**src/rtl/tri_interval_timer.sv**
```systemverilog
`timescale 1ns/1ps
module tri_interval_timer (
  input  logic       clk,
  input  logic       rst_n,
  input  logic       tick,
  input  logic       wr_en,
  input  logic       rd_en,
  input  logic [2:0] addr,
  input  logic [7:0] wdata,
  output logic [7:0] rdata,
  output logic [2:0] ch_out,
  output logic       irq0
);
  localparam int NCH = 3;

  typedef enum logic [1:0] {K_TC, K_RATE, K_SQ, K_IDLE} kind_t;
  typedef enum logic [1:0] {RS_LO, RS_HI, RS_LLO, RS_LHI} rsel_t;

  kind_t       kind [NCH];
  rsel_t       rs   [NCH];
  logic [1:0]  acc  [NCH];
  logic [15:0] cnt  [NCH];
  logic [15:0] rld  [NCH];
  logic [15:0] lat  [NCH];
  logic        run  [NCH];
  logic        whi  [NCH];
  logic [2:0]  outq;
  logic [3:0]  spk;

  logic [15:0] step_cnt [NCH];
  logic [15:0] nrld     [NCH];
  logic [2:0]  step_out, dwr, drd, hib, done;

  wire       ctl_wr    = wr_en && addr == 3'd3 && wdata[7:6] != 2'b11;
  wire [1:0] ctl_ch    = wdata[7:6];
  wire       ctl_latch = wdata[5:0] == 6'd0;

  function automatic kind_t decode(input logic [2:0] m);
    case (m)
      3'd0:       return K_TC;
      3'd2, 3'd6: return K_RATE;
      3'd3, 3'd7: return K_SQ;
      default:    return K_IDLE;
    endcase
  endfunction

  function automatic rsel_t live_sel(input logic [1:0] a);
    return (a == 2'd2) ? RS_HI : RS_LO;
  endfunction

  function automatic logic [15:0] sq_len(input logic [15:0] r);
    return (r <= 16'd1) ? 16'd0 : r;
  endfunction

  always_comb begin
    step_out = outq;
    for (int i = 0; i < NCH; i++) begin
      dwr[i]  = wr_en && addr == 3'(i);
      drd[i]  = rd_en && addr == 3'(i);
      hib[i]  = acc[i] == 2'd2 || (acc[i] == 2'd3 && whi[i]);
      done[i] = acc[i] != 2'd3 || whi[i];
      nrld[i] = hib[i] ? {wdata, rld[i][7:0]} : {rld[i][15:8], wdata};
      step_cnt[i] = cnt[i];
      case (kind[i])
        K_TC: begin
          step_cnt[i] = cnt[i] - 16'd1;
          if (cnt[i] == 16'd1) step_out[i] = 1'b1;
        end
        K_RATE: begin
          step_cnt[i] = (cnt[i] == 16'd1) ? rld[i] : cnt[i] - 16'd1;
          step_out[i] = step_cnt[i] != 16'd1;
        end
        K_SQ: begin
          if (cnt[i] == 16'd1 || cnt[i] == 16'd2) begin
            step_cnt[i] = sq_len(rld[i]);
            step_out[i] = ~outq[i];
          end else begin
            step_cnt[i] = cnt[i] - 16'd2;
          end
        end
        default: ;
      endcase
    end
  end

  always_ff @(posedge clk) begin
    if (!rst_n) begin
      outq <= '0;
      spk  <= '0;
      for (int i = 0; i < NCH; i++) begin
        kind[i] <= K_TC;
        rs[i]   <= RS_LO;
        acc[i]  <= 2'd3;
        cnt[i]  <= '0;
        rld[i]  <= '0;
        lat[i]  <= '0;
        run[i]  <= 1'b0;
        whi[i]  <= 1'b0;
      end
    end else begin
      if (wr_en && addr == 3'd4) spk <= wdata[3:0];
      for (int i = 0; i < NCH; i++) begin
        if (ctl_wr && ctl_ch == 2'(i)) begin
          if (ctl_latch) begin
            lat[i] <= cnt[i];
            rs[i]  <= RS_LLO;
          end else begin
            kind[i] <= decode(wdata[3:1]);
            acc[i]  <= wdata[5:4];
            run[i]  <= 1'b0;
            cnt[i]  <= '0;
            rld[i]  <= '0;
            whi[i]  <= 1'b0;
            rs[i]   <= live_sel(wdata[5:4]);
            outq[i] <= decode(wdata[3:1]) != K_TC;
          end
        end else if (dwr[i]) begin
          rld[i] <= nrld[i];
          if (acc[i] == 2'd3) whi[i] <= ~whi[i];
          case (kind[i])
            K_TC: begin
              outq[i] <= 1'b0;
              run[i]  <= done[i];
              if (done[i]) cnt[i] <= nrld[i];
            end
            K_RATE: if (!run[i] && done[i]) begin
              cnt[i] <= nrld[i];
              run[i] <= 1'b1;
            end
            K_SQ: if (!run[i] && done[i]) begin
              cnt[i] <= sq_len(nrld[i]);
              run[i] <= 1'b1;
            end
            default: ;
          endcase
        end else if (tick && run[i]) begin
          cnt[i]  <= step_cnt[i];
          outq[i] <= step_out[i];
        end

        if (drd[i]) begin
          case (rs[i])
            RS_LO:  if (acc[i] == 2'd3) rs[i] <= RS_HI;
            RS_HI:  if (acc[i] == 2'd3) rs[i] <= RS_LO;
            RS_LLO: rs[i] <= RS_LHI;
            default: rs[i] <= live_sel(acc[i]);
          endcase
        end
      end
    end
  end

  always_comb begin
    rdata = 8'h00;
    if (addr == 3'd4) rdata = {2'b00, outq[2], 1'b0, spk};
    for (int i = 0; i < NCH; i++) begin
      if (addr == 3'(i)) begin
        case (rs[i])
          RS_LO:  rdata = cnt[i][7:0];
          RS_HI:  rdata = cnt[i][15:8];
          RS_LLO: rdata = lat[i][7:0];
          default: rdata = lat[i][15:8];
        endcase
      end
    end
  end

  assign ch_out = outq;
  assign irq0   = outq[0];

  for (genvar g = 0; g < NCH; g++) begin : g_chk
    p_tc_hold_r5: assert property (@(posedge clk) disable iff (!rst_n)
      (kind[g] == K_TC && outq[g] && !(wr_en && (addr == 3'(g) || addr == 3'd3)))
      |=> outq[g]);
    p_rate_low_r7: assert property (@(posedge clk) disable iff (!rst_n)
      (kind[g] == K_RATE && run[g] && !outq[g]) |-> cnt[g] == 16'd1);
    p_frozen_r11: assert property (@(posedge clk) disable iff (!rst_n)
      (!tick && !(wr_en && (addr == 3'(g) || addr == 3'd3))) |=> $stable(cnt[g]));
    p_latch_order_r3: assert property (@(posedge clk) disable iff (!rst_n)
      rs[g] == RS_LHI |-> $past(rs[g] == RS_LLO || rs[g] == RS_LHI));
    p_sq_toggle_r8: assert property (@(posedge clk) disable iff (!rst_n)
      (kind[g] == K_SQ && $past(kind[g] == K_SQ) && outq[g] != $past(outq[g])
       && $past(!(wr_en && addr == 3'd3))) |-> $past(tick && run[g]));
  end
endmodule

```
**config.mk**
```make
export PLATFORM = sky130hd
export DESIGN_NAME = tri_interval_timer
export DESIGN_NICKNAME = d
export VERILOG_FILES = /design/src/rtl/tri_interval_timer.sv
export SDC_FILE = /design/constraint.sdc
export NUM_CORES = 1
export LEC_CHECK = 0
export ABC_AREA = 1
export BUFFER_PORTS_ARGS = -buffer_cell sky130_fd_sc_hd__buf_2
export CAP_MARGIN = 30
export CORE_ASPECT_RATIO = 2
export CORE_MARGIN = 10
export CORE_UTILIZATION = 25
export CTS_BUF_LIST = sky130_fd_sc_hd__clkbuf_2 sky130_fd_sc_hd__clkbuf_4 sky130_fd_sc_hd__clkbuf_8
export DETAILED_ROUTE_END_ITERATION = 8
export PLACE_DENSITY = 0.5
export SETUP_SLACK_MARGIN = 0.05
export SYNTH_ARGS = -nofsm -noshare
export SYNTH_HDL_FRONTEND = slang
export SYNTH_SLANG_ARGS = --single-unit
```
**constraint.sdc**
```tcl
create_clock -name clk -period 5.8 [get_ports clk]
set_input_delay 1.16 -clock clk [delete_from_list [all_inputs] [get_ports clk]]
set_output_delay 1.16 -clock clk [all_outputs]
set_load 0.05 [all_outputs]
```
==> out/summary.txt <==
Outcome = complete, no violations
Clock-pin slew on the worst setup and hold paths = 0.10 ns
Initial DRC count = 1021
Layout net count = 1908
Setup repair after global routing missed its margin = no
Final clock skew = 0.0212 ns
Synth top area share = 37.8%
First-pass GRT wire length = 83900 um
IO Pins = 28
Number of antenna violations at the first check in global routing = 1
Max Cap Viol = 0
Layout area overhead = 9.03%
Number of global-route vias before repair = 13350
Number of synthesized flops with an enable pin = 168
Clk_lat worst skew = 0.53 ns
HPWL after detailed placement = 46700 um
Total power = 0.00323 W
Worst rel slew slack = 33.1%
Number of buffers added on ports = 27
Layout cell share with drive strength beyond 1 = 7.28%
Final wirelength = 57600 um
Max VDD drop = 166 uV
CP Buf/Inv Count = 2
Startpoint Class = flop
CTS H-tree depth = 4
TritonRoute pass-1 iters = 7
CTS buffer count = 17
FF/Latch Area = 5180 um2
Slew Limit Fails = 0
Antenna-violating nets left = 0
Starting Density = 25.3%
Grt ovf = 0
Dominant synthesized flop cell = edfxtp_1
Number of cells after detailed placement = 2514
Flop and latch count out of synthesis = 175
# fillers = 5836
# rows = 119
Synth top area cells = edfxtp_1 38%, nand2_1 14%, nor2_1 6.9%, inv_1 5.9%, nand3_1 5.2%
Critical Path Sink Type = output port
Cell area after placement = 14100 um2
Switch share = 35.8%
GRT Overall Usage = 17.8%
Design Area, Final = 14500 um2
CORE AREA = 52700 um2
GP Congestion = 1.03
Crit-path leading delay family = compound AO/OA/AOI/OAI gates
PD cells = 222 nW/um2
Syn Area/Cell = 7.15 um2
Critical path arrival = 2.68 ns
Final min period = 3.84 ns
Syn Nets = 1906
Fin util = 27.6%
Yosys top cell by area = edfxtp_1
Area occupied by multi-input gates = 7010 um2
Seq pwr share = 47.3%
Comb power frac = 23.1%
Seq/Total Area, Yosys = 38.9%
Fraction of registers with async set/reset = 0%
Distinct cells, synth = 52
Internal power = 0.00208 W
Fin cells = 2547
Wirelength per Cell = 22.6 um
Post_cts resized = 0
Synth Instances = 1866
Clock share of power = 29.5%
Final number of setup-violating endpoints = 0
CP max stage delay = 0.52 ns
Post-CTS setup repair buffer count = 0
Critical path cell sequence = nor2_1 > inv_1 > o21ai_0 > o221ai_1 > o221ai_1 > buf_2
Critical Path Fanout Max = 7
Root Buffer Master = clkbuf_8
Die Wd = 183 um
Kind of critical path = flop to output port
Fin. Hold Viols = 0
Leakage = 5.95 nW
Post-synth design cell area = 13300 um2
Residual DRC count = 0
Psw = 0.00116 W
Avg Vias per Cell = 5.23
Synth warn = 0
Die area = 63600 um2
Measured slew at the worst slew-check pin = 1.00 ns
Clock buffer depth = 2
Via count = 13315
Critical path required time = 4.64 ns
Tcrit/Tclk final = 66.2%
Largest net degree at the start of global routing = 34
CP max stage cell = o21ai_0
Die H = 347 um
HP Class = flop to flop
Setup Total Neg Slack = 0 ns
Clock Sinks = 175
CP most frequent cell = o221ai_1
CTS tree = built
Fmax = 261 MHz
CTS Hold Bufs = 0
[placed cells by master (no fill, tap or decap), types with 12 or more instances in the layout]
cell,n
inv_1,208
o211ai_1,43
clkbuf_8,17
xor2_1,28
nor3_1,16
buf_4,13
ha_1,24
nand4_1,24
nand3_1,139
inv_2,14
o21ai_0,128
o2111ai_1,16
buf_2,28
nand2_1,501
a21oi_1,90
nor2_1,246
edfxtp_1,168
o22ai_1,16
o221ai_1,27
o21ai_1,15
nor4_1,12
[registers in the layout (all words and copies together) (netlist names)]
name / count
cnt: 48
spk: 4
run: 3
rs: 6
rld: 48
whi: 3
acc: 6
kind: 6
lat: 48
ch_out: 3
[power groups by stage]
stage / clock network, W / logic (W) / registers [W]
after floorplan: 0 / 0.000481 / 0.00152
after global placement: 0 / 0.000736 / 0.00156
after detailed placement: 0 / 0.000735 / 0.00156
after CTS: 0.000978 / 0.000739 / 0.00153
after global routing: 0.00102 / 0.000816 / 0.00154
final: 0.000955 / 0.000749 / 0.00153
[final timing paths]
check,slack (ns),cells past startpoint,startpoint,end
worst min-delay path,0.51,2,spk[0]$_SDFFE_PN0P_,spk[0]$_SDFFE_PN0P_
worst max-delay path,1.96,6,rs[2][1]$_DFFE_PP_,rdata[6]
worst max register to register,2.49,10,cnt[1][8]$_SDFFCE_PP0P_,cnt[1][7]$_SDFFCE_PP0P_
worst min register to register,0.51,2,spk[0]$_SDFFE_PN0P_,spk[0]$_SDFFE_PN0P_
[metrics by stage]
stage,setup WS (ns),hold WS (ns)
after floorplan,2.00,0.441
after global placement,1.74,0.490
after detailed placement,1.74,0.488
after CTS,1.90,0.503
after global routing,1.87,0.516
final,1.96,0.506
[worst min-delay path: cells and delay by family, from the launching register on]
family | cells | cell delay, ns
AOI/OAI and AO/OA | 1 | 0.05
and+or+nand+nor | 1 | 0.07
DFF | 1 | 0.35
[layer usage]
metal	global-route usage, %	routed length [um]	vias to the layer above	share of wire [%]
met5	0	0	-	0
met4	15.9	5250	0	9.1
met3	2.09	2280	177	4.0
met2	33.9	31400	547	55
met1	15.8	18700	6259	32
li1	-	-	6332	-
[Yosys cell counts, types with 7 or more instances]
library cell    n
nor2_2          9
o21ai_0       129
edfxtp_1      168
nand3_1       139
a31oi_1         7
dfxtp_1         7
nand2_1       501
nor2_1        246
nor3_1         16
nand2_2         8
ha_1           24
o221ai_1       27
buf_2          22
inv_1         208
o22ai_1        16
inv_2          14
o2111ai_1      16
o211ai_1       43
a21oi_1        90
nand4_1        24
clkbuf_1       26
nor2_4         10
o21ai_1        14
xor2_1         28
o21a_1          9
nor4_1         12
[layout make-up]
| class | instances | share of cell area [%] |
|---|---|---|
| multi-input combinational | 1404 | 48.2 |
| sequential | 175 | 35.6 |
| inverter | 229 | 5.92 |
| tap | 665 | 5.72 |
| clock buffer | 18 | 1.66 |
| timing repair buffer | 41 | 1.63 |
| clock inverter | 14 | 1.25 |
| antenna | 1 | 0.0172 |
[cell families (layout without fill, tap and decap cells)]
kind of cell,Yosys count,in the layout,share of synthesized area (%)
other,0,1,0
AOI/OAI and AO/OA,368,368,16.7
adders and majority gates,24,24,2.25
DFF,175,175,38.9
buffers and inverters,287,302,8.64
xor gates and xnor gates,29,29,1.90
and+or+nand+nor,983,983,31.7
Note: power is estimated with default switching activity, not from simulation.
